<file path="src/rtl/scan_seq_pkg.sv">
package scan_seq_pkg;
  typedef enum logic [2:0] {
    ST_IDLE,
    ST_LOAD,
    ST_CAPT,
    ST_SHIFT,
    ST_FINAL,
    ST_DONE
  } seq_state_e;

  function automatic int idx_width(input int n);
    return (n > 1) ? $clog2(n) : 1;
  endfunction
endpackage

</file>
<file path="src/rtl/scan_seq_ctrl.sv">
module scan_seq_ctrl
  import scan_seq_pkg::*;
#(
  parameter int CHAIN_LEN = 8,
  parameter int NUM_VEC   = 4,
  parameter int CNT_W     = idx_width(CHAIN_LEN),
  parameter int VID_W     = idx_width(NUM_VEC)
) (
  input  logic             clk,
  input  logic             rst_n,
  input  logic             start,
  output logic             busy,
  output logic             done,
  output logic             scan_en,
  output logic             clk_en,
  output logic             load_en,
  output logic             cmp_en,
  output logic             accept,
  output logic [VID_W-1:0] load_vec,
  output logic [VID_W-1:0] cur_vec,
  output logic [CNT_W-1:0] bit_sel
);
  localparam logic [CNT_W-1:0] CNT_LAST = CNT_W'(CHAIN_LEN - 1);
  localparam logic [VID_W-1:0] VID_LAST = VID_W'(NUM_VEC - 1);

  seq_state_e       st_q, st_d;
  logic [CNT_W-1:0] cnt_q, cnt_d;
  logic [VID_W-1:0] vid_q, vid_d;
  logic             cnt_last, vid_last;

  assign cnt_last = (cnt_q == CNT_LAST);
  assign vid_last = (vid_q == VID_LAST);

  always_comb begin
    st_d  = st_q;
    cnt_d = cnt_q;
    vid_d = vid_q;
    case (st_q)
      ST_IDLE: begin
        if (start) begin
          st_d  = ST_LOAD;
          cnt_d = '0;
          vid_d = '0;
        end
      end
      ST_LOAD: begin
        if (cnt_last) begin
          st_d  = ST_CAPT;
          cnt_d = '0;
        end else begin
          cnt_d = cnt_q + CNT_W'(1);
        end
      end
      ST_CAPT: begin
        st_d  = vid_last ? ST_FINAL : ST_SHIFT;
        cnt_d = '0;
      end
      ST_SHIFT: begin
        if (cnt_last) begin
          st_d  = ST_CAPT;
          cnt_d = '0;
          vid_d = vid_q + VID_W'(1);
        end else begin
          cnt_d = cnt_q + CNT_W'(1);
        end
      end
      ST_FINAL: begin
        if (cnt_last) st_d = ST_DONE;
        else          cnt_d = cnt_q + CNT_W'(1);
      end
      ST_DONE:  st_d = ST_IDLE;
      default:  st_d = ST_IDLE;
    endcase
  end

  always_ff @(posedge clk or negedge rst_n) begin
    if (!rst_n) begin
      st_q  <= ST_IDLE;
      cnt_q <= '0;
      vid_q <= '0;
    end else begin
      st_q  <= st_d;
      cnt_q <= cnt_d;
      vid_q <= vid_d;
    end
  end

  always_comb begin
    busy     = (st_q == ST_LOAD) || (st_q == ST_CAPT) ||
               (st_q == ST_SHIFT) || (st_q == ST_FINAL);
    done     = (st_q == ST_DONE);
    clk_en   = busy;
    scan_en  = (st_q == ST_LOAD) || (st_q == ST_SHIFT) || (st_q == ST_FINAL);
    load_en  = (st_q == ST_LOAD) || (st_q == ST_SHIFT);
    cmp_en   = (st_q == ST_SHIFT) || (st_q == ST_FINAL);
    accept   = (st_q == ST_IDLE) && start;
    load_vec = (st_q == ST_SHIFT) ? (vid_q + VID_W'(1)) : vid_q;
    cur_vec  = vid_q;
    bit_sel  = CNT_LAST - cnt_q;
  end
endmodule

</file>
<file path="src/rtl/scan_seq_lane.sv">
module scan_seq_lane #(
  parameter int CHAIN_LEN  = 8,
  parameter int NUM_VEC    = 4,
  parameter int NUM_CHAINS = 2,
  parameter int CHAIN_IDX  = 0,
  parameter int CNT_W      = 3,
  parameter int VID_W      = 2,
  parameter int PAT_W      = NUM_VEC * NUM_CHAINS * CHAIN_LEN,
  parameter logic [PAT_W-1:0] STIM   = '0,
  parameter logic [PAT_W-1:0] EXPECT = '0,
  parameter logic [PAT_W-1:0] CARE   = '1
) (
  input  logic             load_en,
  input  logic             cmp_en,
  input  logic [VID_W-1:0] load_vec,
  input  logic [VID_W-1:0] cur_vec,
  input  logic [CNT_W-1:0] bit_sel,
  input  logic             chain_out,
  output logic             chain_in,
  output logic             miss
);
  localparam int IDX_W = (PAT_W > 1) ? $clog2(PAT_W) : 1;

  logic [IDX_W-1:0] ld_idx, cmp_idx;

  always_comb begin
    ld_idx  = IDX_W'((int'(load_vec) * NUM_CHAINS + CHAIN_IDX) * CHAIN_LEN + int'(bit_sel));
    cmp_idx = IDX_W'((int'(cur_vec) * NUM_CHAINS + CHAIN_IDX) * CHAIN_LEN + int'(bit_sel));
    chain_in = load_en ? STIM[ld_idx] : 1'b0;
    miss     = cmp_en && CARE[cmp_idx] && (chain_out != EXPECT[cmp_idx]);
  end
endmodule

</file>
<file path="src/rtl/scan_seq_result.sv">
module scan_seq_result #(
  parameter int VID_W = 2
) (
  input  logic             clk,
  input  logic             rst_n,
  input  logic             clear,
  input  logic             miss_any,
  input  logic [VID_W-1:0] cur_vec,
  output logic             dev_fail,
  output logic [VID_W-1:0] fail_vec
);
  logic             fail_d;
  logic [VID_W-1:0] vec_d;
  logic             upd;

  always_comb begin
    upd    = clear || (miss_any && !dev_fail);
    fail_d = clear ? 1'b0 : 1'b1;
    vec_d  = clear ? '0 : cur_vec;
  end

  always_ff @(posedge clk or negedge rst_n) begin
    if (!rst_n) begin
      dev_fail <= 1'b0;
      fail_vec <= '0;
    end else if (upd) begin
      dev_fail <= fail_d;
      fail_vec <= vec_d;
    end
  end
endmodule

</file>
<file path="src/rtl/scan_seq.sv">
module scan_seq
  import scan_seq_pkg::*;
#(
  parameter int CHAIN_LEN  = 8,
  parameter int NUM_VEC    = 4,
  parameter int NUM_CHAINS = 2,
  parameter logic [NUM_VEC*NUM_CHAINS*CHAIN_LEN-1:0] STIM   = '0,
  parameter logic [NUM_VEC*NUM_CHAINS*CHAIN_LEN-1:0] EXPECT = '0,
  parameter logic [NUM_VEC*NUM_CHAINS*CHAIN_LEN-1:0] CARE   = '1
) (
  input  logic                               clk,
  input  logic                               rst_n,
  input  logic                               start,
  input  logic [NUM_CHAINS-1:0]              scan_out,
  output logic                               busy,
  output logic                               done,
  output logic                               scan_en,
  output logic                               clk_en,
  output logic [NUM_CHAINS-1:0]              scan_in,
  output logic                               dev_fail,
  output logic [idx_width(NUM_VEC)-1:0]      fail_vec
);
  localparam int CNT_W = idx_width(CHAIN_LEN);
  localparam int VID_W = idx_width(NUM_VEC);
  localparam int PAT_W = NUM_VEC * NUM_CHAINS * CHAIN_LEN;

  logic [1:0]            rst_sync_q;
  logic                  rst_int_n;
  logic                  load_en, cmp_en, accept;
  logic [VID_W-1:0]      load_vec, cur_vec;
  logic [CNT_W-1:0]      bit_sel;
  logic [NUM_CHAINS-1:0] miss;

  // asynchronous assertion, synchronous release
  always_ff @(posedge clk or negedge rst_n) begin
    if (!rst_n) rst_sync_q <= 2'b00;
    else        rst_sync_q <= {rst_sync_q[0], 1'b1};
  end
  assign rst_int_n = rst_sync_q[1];

  scan_seq_ctrl #(
    .CHAIN_LEN(CHAIN_LEN), .NUM_VEC(NUM_VEC), .CNT_W(CNT_W), .VID_W(VID_W)
  ) u_ctrl (
    .clk(clk), .rst_n(rst_int_n), .start(start),
    .busy(busy), .done(done), .scan_en(scan_en), .clk_en(clk_en),
    .load_en(load_en), .cmp_en(cmp_en), .accept(accept),
    .load_vec(load_vec), .cur_vec(cur_vec), .bit_sel(bit_sel)
  );

  for (genvar c = 0; c < NUM_CHAINS; c++) begin : g_lane
    scan_seq_lane #(
      .CHAIN_LEN(CHAIN_LEN), .NUM_VEC(NUM_VEC), .NUM_CHAINS(NUM_CHAINS),
      .CHAIN_IDX(c), .CNT_W(CNT_W), .VID_W(VID_W), .PAT_W(PAT_W),
      .STIM(STIM), .EXPECT(EXPECT), .CARE(CARE)
    ) u_lane (
      .load_en(load_en), .cmp_en(cmp_en), .load_vec(load_vec),
      .cur_vec(cur_vec), .bit_sel(bit_sel), .chain_out(scan_out[c]),
      .chain_in(scan_in[c]), .miss(miss[c])
    );
  end

  scan_seq_result #(.VID_W(VID_W)) u_result (
    .clk(clk), .rst_n(rst_int_n), .clear(accept), .miss_any(|miss),
    .cur_vec(cur_vec), .dev_fail(dev_fail), .fail_vec(fail_vec)
  );
endmodule

</file>
<file path="config.mk">
export PLATFORM = sky130hd
export DESIGN_NAME = scan_seq
export DESIGN_NICKNAME = d
export VERILOG_FILES = /design/src/rtl/scan_seq_pkg.sv /design/src/rtl/scan_seq_ctrl.sv /design/src/rtl/scan_seq_lane.sv /design/src/rtl/scan_seq_result.sv /design/src/rtl/scan_seq.sv
export SDC_FILE = /design/constraint.sdc
export NUM_CORES = 1
export LEC_CHECK = 0
export BUFFER_PORTS_ARGS = -buffer_cell sky130_fd_sc_hd__buf_2
export CORE_MARGIN = 2
export CORE_UTILIZATION = 40
export CTS_BUF_LIST = sky130_fd_sc_hd__clkbuf_4
export DETAILED_ROUTE_END_ITERATION = 16
export GPL_TIMING_DRIVEN = 0
export PLACE_DENSITY = 0.6
export SLEW_MARGIN = 40
export SYNTH_ARGS = -nofsm -noshare
export SYNTH_HDL_FRONTEND = slang
export SYNTH_SLANG_ARGS = --single-unit
</file>
<file path="constraint.sdc">
create_clock -name clk -period 1.5 [get_ports clk]
set_input_delay 0.075 -clock clk [delete_from_list [all_inputs] [get_ports clk]]
set_output_delay 0.075 -clock clk [all_outputs]
set_load 0.01 [all_outputs]
</file>
# Word level (Yosys, flattened, before mapping)
# Memory sizes are Yosys's and may differ from the RTL's.
# Index checks and enable logic that the tools add are counted.
[word_totals]
ff_bits = 13
rom_bits = 384
n_memories = 6
[memory_table]
columns = ["name", "depth", "width", "read_ports", "rd_ports_with_merged_regs", "write_ports", "line_no", "source"]
rows = [
  ["(name not given)", 64, 1, 1, 0, 0, "scan_seq_lane.sv:30", "miss = cmp_en && CARE[cmp_idx] && (chain_out != EXPECT[cmp_idx]);"],
  ["(name not given)", 64, 1, 1, 0, 0, "scan_seq_lane.sv:29", "chain_in = load_en ? STIM[ld_idx] : 1'b0;"],
  ["(name not given)", 64, 1, 1, 0, 0, "scan_seq_lane.sv:30", ""],
  ["(name not given)", 64, 1, 1, 0, 0, "scan_seq_lane.sv:30", ""],
  ["(name not given)", 64, 1, 1, 0, 0, "scan_seq_lane.sv:30", ""],
  ["(name not given)", 64, 1, 1, 0, 0, "scan_seq_lane.sv:29", ""],
]
[op_classes]
addsub = 9
magnitude_cmp = 4
eq_ne = 14
n_mux = 23
reduce_logical = 22
[ops]
columns = ["op", "count"]
rows = [
  ["$lt A6 B7 Y1 const B", 4],
  ["$pmux W3 S4", 2],
  ["$mux W3", 7],
  ["$add A6 B3 Y6", 2],
  ["$add A6 B4 Y6", 2],
  ["$add A3 B1 Y3 const B", 3],
  ["$eq A3 B3 Y1 const B", 3],
  ["$mux W1", 9],
  ["$reduce_and A3 Y1", 3],
  ["$mux W2", 4],
  ["$logic_or A1 B1 Y1", 7],
  ["$eq A3 B2 Y1 const B", 2],
  ["$logic_and A1 B1 Y1", 6],
  ["$ne A2 B1 Y1 const B", 3],
  ["$ne A2 B2 Y1 const B", 2],
  ["$pmux W2 S2", 1],
  ["$reduce_bool A4 Y1", 1],
  ["$reduce_or A2 Y1", 2],
  ["$eq A3 B1 Y1 const B", 1],
  ["$logic_not A3 Y1", 1],
  ["$sub A3 B3 Y3 const A", 1],
  ["$add A2 B1 Y2 const B", 1],
  ["$eq A2 B2 Y1 const B", 1],
  ["$ne A1 B1 Y1", 2],
  ["other kinds (2)", 2],
]

# Depth between registers and ports, before layout
# Gate-level depths: netlist (run 1).
[logic_depth]
depth_word = 9
mapped_depth = 5
ltp_nobuf = 5

# Cells and area by module
# From an unflattened synthesis (run 1), not the netlist that was laid out.
[unflattened]
hier_cells = 83
area_unflattened_um2 = 819.5
[by_module_without_submodules]
columns = ["mod", "n_inst", "cells_each", "area_each_um2", "seq_area_each_um2"]
rows = [
  ["scan_seq_ctrl", 1, 61, 585.6, 200.2],
  ["scan_seq_result", 1, 12, 138.9, 75.1],
  ["scan_seq", 1, 4, 60.1, 50.0],
  ["scan_seq_lane", 2, 3, 17.5, 0.0],
]

# Worst setup path after synthesis (run 1)
# Ideal clock, no wire load.
[synth_timing]
kind = "reg2reg"
from = "register u_ctrl.cnt_q[0]"
to = "register u_ctrl.cnt_q[0]"
arrival_ns = 1.239
slack_ns = 0.136
stages_incl_launch_ff = 6
n_path_buf = 0
synth_period_minus_slack_ns = 1.364
cell_sequence = "dfrtp_1 -> ha_1 -> ha_1 -> inv_1 -> a31oi_1 -> mux2_2"
[synth_via]
elab_chain_cells = 3
[synth_lines]
columns = ["item", "line_no", "source"]
rows = [
  ["start, declared", "scan_seq_ctrl.sv:27", "logic [CNT_W-1:0] cnt_q, cnt_d;"],
  ["start signal, assigned", "scan_seq_ctrl.sv:83", "cnt_q <= cnt_d;"],
  ["$add A3 B1 Y3 / $eq A3 B3 Y1 (equally long branches)", "--", ""],
  ["$mux W3 (tied with other cells)", "scan_seq_ctrl.sv:68", "if (cnt_last) st_d = ST_DONE;"],
  ["$pmux W3 S4 / $reduce_and A3 Y1 (equally long branches)", "--", ""],
]
# Several ways; a longest one is shown, not always the timed one. The select of a mux whose other input is x is not followed.
# A chain may end at the register's enable or synchronous reset.

# Worst setup path after layout (run 1)
# Ends and elaborated chain as after synthesis.

==> results of run 1 <==
[flip-flops by register name, indices dropped and copies added, names as in the netlist]
register / cells
u_ctrl.cnt_q: 3
u_result.fail_vec: 2
u_ctrl.st_q: 3
rst_sync_q: 2
u_result.dev_fail: 1
u_ctrl.cur_vec: 2
[report_power, final]
group | internal (mW) | switching (mW)
Sequential | 0.489 | 0.111
Combinational | 0.368 | 0.326
Clock | 0.121 | 0.106
[worst min-delay path by stage]
stage	endpoint	slack (ns)
4_1_cts	rst_sync_q[0]	0.1
6_report	rst_sync_q[0]	0.10
3_5_place_dp	rst_sync_q[0]	-0.14
5_1_grt	rst_sync_q[0]	0.13
3_3_place_gp	rst_sync_q[0]	-0.14
2_1_floorplan	rst_sync_q[0]	-0.22
[worst max-delay path: cells and delay by family, from the launching register on]
family | cells | cell delay (ns)
adder cells (fa/ha/maj) | 2 | 0.42
flip-flops | 1 | 0.39
multiplexers | 1 | 0.28
buffers and inverters | 1 | 0.10
AO/OA/AOI/OAI | 1 | 0.13
[cell families after synthesis]
group,synth area share
DFF,0.469
other,0.0108
muxes,0.0740
AOI/OAI and AO/OA,0.116
and+or+nand+nor,0.159
xor gates and xnor gates,0.0253
adders and majority gates,0.0542
buffers and inverters,0.0921
[routing by layer]
metal,global-route usage,vias up
met3,0.0397,4
li1,-,250
met2,0.166,8
met4,0.0706,0
met1,0.172,217
met5,0,-
[placed cells by master, fill, tap and decap left out, drive strengths merged, types with 2 or more instances in the layout]
master	synthesis	final
buf	4	16
dfrtp	13	13
inv	7	7
clkbuf	1	5
nand2	4	4
mux2i	4	4
nor2	4	4
ha	3	3
conb	2	3
a21o	2	2
xnor2	2	2
nand3b	2	2
a21oi	2	2
nand3	2	2
o21ai	2	2
nor3	2	2
and2	2	2
[final cells by class]
cell class / count / area (um^2)
plain buffers: 5 / 37.5
clock buffers: 4 / 30.0
fillers: 159 / 837
inverters: 7 / 26.3
multi-input cells: 42 / 319
flip-flops and latches: 13 / 327
well taps: 17 / 21.3
repair buffers: 13 / 72.6
[what timing repair did]
item,4_1_cts,5_1_grt
gates resized for setup,1,3
hold buffers,1,0
endpoints found under the hold margin,2,0
setup buffers,0,1
endpoints found under the setup margin,1,5
pin swaps,0,1
==> run metrics, run 1 <==
clock-pin slew on the worst setup and hold paths 0.08 ns; die area between 2000 and 2500 um^2; count leader, synth dfrtp_1; hold_ws approximately 0.10 ns; Root Driver clkbuf_4; worst r2r src u_ctrl.cnt_q[0]; crit path DAT 1.59 ns; placed instance area 773 um^2; total number of vias 479; TritonRoute pass-1 iters 1; Inserted Diodes 0; worst flop-to-flop path endpoint u_ctrl.cnt_q[0]; Place WS 0.0146 ns; Syn Std Cell Area 693 um^2; Power, Total between 1.5 and 2 mW; worst-path cell chain ha_1 -> ha_1 -> inv_2 -> a31oi_2 -> mux2_2; Crit path top cell by count ha_1; vias per inst 4.74; Final setup viols 0; flop2flop setup slack 0.07 ns; standard-cell rows 15; Yosys warnings 0; GPL Wtd Cong 0.767; Critical Path End u_ctrl.cnt_q[0]; Final TNS setup 0 ns; Final HPWL DP 828 um; initial antenna violation count 0; dpl cells 95; crit path max fanout 4; Synth top area share 0.469; vias in the first global route 417; GR Util All Layers 0.124; Syn Inst Count 66; leak pwr 0.399 nW; core area roughly 1700 um^2; final net count 93; share of cells above drive strength 1 0.357; H-tree depth 1; maximum clock frequency 699 MHz; RSZ-0062 raised after global routing no; met2 WL 506 um; CTS Sinks 13; synth-to-layout area growth 20.2%; Max Used Layer met4; Cell Count, Final, Fillers Out a little over 100; PwrDens around 1800 nW/um^2; Avg Cell Area, Syn 10.5 um^2; top_reg_cell synth dfrtp_1; cell area after layout 833 um^2; Final period util 0.954; maxcap violations 0; Final Skew 0.00376 ns; # port buffers 11; Synth top cells by count dfrtp_1, inv_1, buf_4, mux2i_1, nand2_1; crit path from u_ctrl.cnt_q[0]; Routed Wire Length roughly 1.1 mm; Critical Path Source Type flop; metal1 wirelength 530 um; DRC 0; Hold Path Class input port to async pin; Chip Width 45.6 um; first-pass GRT wire length 1.77 mm; dominant cell type by area after synthesis dfrtp_1; Util after Layout 0.499; clk_lat worst skew 0.27 ns; share of synthesized flip-flops with an asynchronous set or reset 1.00; I/O pin cnt 14; Max Slew Vio Count 0; FF+latch count, synth 13; DRT iter0 DRCs 0; Critical Path Sink Type flop; register area share after synthesis 0.469; DR WL met3 around 46 um; Post-synth EDFFs 0; Num CTS Buffers 3; minimum clock period after layout 1.43 ns; largest net degree at the start of global routing 12; leading post-synthesis cells by cell area dfrtp_1, mux2i_1, ha_1, buf_4, inv_1; Worst EP required 1.66 ns; WS Path Type flop to flop; Hold Fails Final Rpt 0; GRT overflow 0; Wirelength per Cell 10.9 um; worst setup margin 0.0685 ns; Max Root-Sink Buffers 2; die span in y 45.6 um; CTS tree done; Starting Density 0.415; critical path's slowest cell dfrtp_1; post-synth cell types 28; status finished, final reports clean; peak supply drop slightly below 900 uV; Reg2Reg Depth 5; Worst path max stage delay roughly 0.4 ns; Routed Antenna Nets 0
(Power assumes the default switching activity.)
==> run 2, diff against run 1 <==
--- a/config.mk
+++ b/config.mk
@@ -6,12 +6,14 @@
 export NUM_CORES = 1
 export LEC_CHECK = 0
 export BUFFER_PORTS_ARGS = -buffer_cell sky130_fd_sc_hd__buf_2
+export CELL_PAD_IN_SITES_DETAIL_PLACEMENT = 1
+export CELL_PAD_IN_SITES_GLOBAL_PLACEMENT = 1
 export CORE_MARGIN = 2
 export CORE_UTILIZATION = 40
 export CTS_BUF_LIST = sky130_fd_sc_hd__clkbuf_4
 export DETAILED_ROUTE_END_ITERATION = 16
 export GPL_TIMING_DRIVEN = 0
-export PLACE_DENSITY = 0.6
+export PLACE_DENSITY = 0.87
 export SLEW_MARGIN = 40
 export SYNTH_ARGS = -nofsm -noshare
 export SYNTH_HDL_FRONTEND = slang
==> run metrics, run 2 (same netlist as run 1, synthesis figures left out) <==
Final Skew 0.00306 ns; commonest non-fill, non-tap cell in the layout dfrtp_1; minimum clock period after layout 1.43 ns; Worst EP required around 1.7 ns; cell area after layout around 860 um^2; crit path max fanout 4; CTS tree done; biggest regs u_ctrl.cnt_q: 3 flops, u_ctrl.st_q: 3 flops; die area roughly 2100 um^2; Final period util 0.952; maxcap violations 0; worst setup margin 0.0727 ns; CTS Sinks 13; final net count 95; fillcell total 188; clk_lat worst skew 0.27 ns; H-tree depth 1; Routed Wire Length between 1 and 1.5 mm; DRC 0; GPL Wtd Cong 0.806; die span in y 45.6 um; initial antenna violation count 0; status finished, final reports clean; Root Driver clkbuf_4; Place WS -0.0149 ns; Starting Density 0.415; GR Util All Layers 0.149; WS Path Type flop to flop; total number of vias 531; Reg2Reg Depth 5; Hold Fails Final Rpt 0; Chip Width 45.6 um; peak supply drop approximately 860 uV; Critical Path Source Type flop; worst flop-to-flop path endpoint u_ctrl.cnt_q[0]; vias in the first global route about 520; share of cells above drive strength 1 0.372; # port buffers 11; most frequent cells in the layout dfrtp_1, buf_2, buf_4; maximum clock frequency 701 MHz; Critical Path Sink Type flop; PwrDens 1830 nW/um^2; synth-to-layout area growth 23.6%; crit path DAT 1.59 ns; Inserted Diodes 0; Util after Layout 0.513; I/O pin cnt 14; Max Root-Sink Buffers 2; TritonRoute pass-1 iters 4; placed instance area 773 um^2; largest net degree at the start of global routing 12; leak pwr 0.410 nW; worst r2r src u_ctrl.cnt_q[0]; core area 1670 um^2; Num CTS Buffers 3; Final HPWL DP 967 um; Final setup viols 0; DRT iter0 DRCs 5; Hold Path Class input port to async pin; clock-pin slew on the worst setup and hold paths 0.08 ns; Wirelength per Cell about 13 um; standard-cell rows 15; Routed Antenna Nets 0; Max Slew Vio Count 0; GRT overflow 0; vias per inst 5.16; first-pass GRT wire length 2.15 mm; flop2flop setup slack 0.07 ns
run 2: cell count changes in the layout (fill, tap and decap cells not counted), sizes merged:
cell | previous run | this run
buf | 16 | 18
run 2: critical path: stages, from the launching register on:
cell     delay (ns)
dfrtp_1        0.40
ha_1           0.21
ha_1           0.22
inv_2          0.11
a31oi_4        0.11
mux2_2         0.27
run 2: power by group:
group	total, mW	internal, mW	switching (mW)	leakage, nW
logic	0.736	0.388	0.348	0.232
registers	0.604	0.489	0.114	0.160
clock network	0.228	0.121	0.107	0.0184
total	1.57	0.998	0.569	0.410
run 2: worst max path at each step:
stage | from | endpoint | slack [ns] | depth (start not counted)
after floorplan | u_ctrl.cnt_q[0] | u_ctrl.cnt_q[0] | 0.14 | 5
after global placement | u_ctrl.cnt_q[0] | u_ctrl.cnt_q[0] | 0.05 | 5
after detailed placement | u_ctrl.cnt_q[0] | u_ctrl.cnt_q[0] | -0.01 | 5
after CTS | u_ctrl.cnt_q[0] | u_ctrl.cnt_q[0] | 0.003 | 5
after global routing | u_ctrl.st_q[1] | clk_en | -0.005 | 5
final | u_ctrl.cnt_q[0] | u_ctrl.cnt_q[0] | 0.07 | 5
run 2: through the flow:
stage	TNS [ns]	hold slack (ns)	cells	power, mW
3_3_place_gp	0	-0.140	95	1.25
3_5_place_dp	-0.0149	-0.138	95	1.29
6_report	0	0.101	103	1.57
4_1_cts	0	0.0897	100	1.54
2_1_floorplan	0	-0.221	67	1.11
5_1_grt	-0.00540	0.120	103	1.70
run 2: timing repair:
item,in CTS,in global routing
hold buffers,1,0
gates resized for setup,2,3
endpoints found under the hold margin,2,0
endpoints found under the setup margin,2,3
pin swaps,0,1
buffers inserted,0,3
run 2: area by class of cell:
type	count	area [um^2]	share of cell area
timing repair buffer	15	87.6	0.102
inverter	7	26.3	0.0307
tap	17	21.3	0.0248
clock buffer	4	30.0	0.0350
sequential	13	327	0.381
buffer	5	37.5	0.0438
multi-input combinational	42	328	0.382
run 2: layer usage:
metal	up-vias	track usage	wire length [um]
li1	252	-	-
met1	269	0.181	566
met2	8	0.237	672
met3	2	0.0476	47
met4	0	0.0706	12
met5	-	0	0
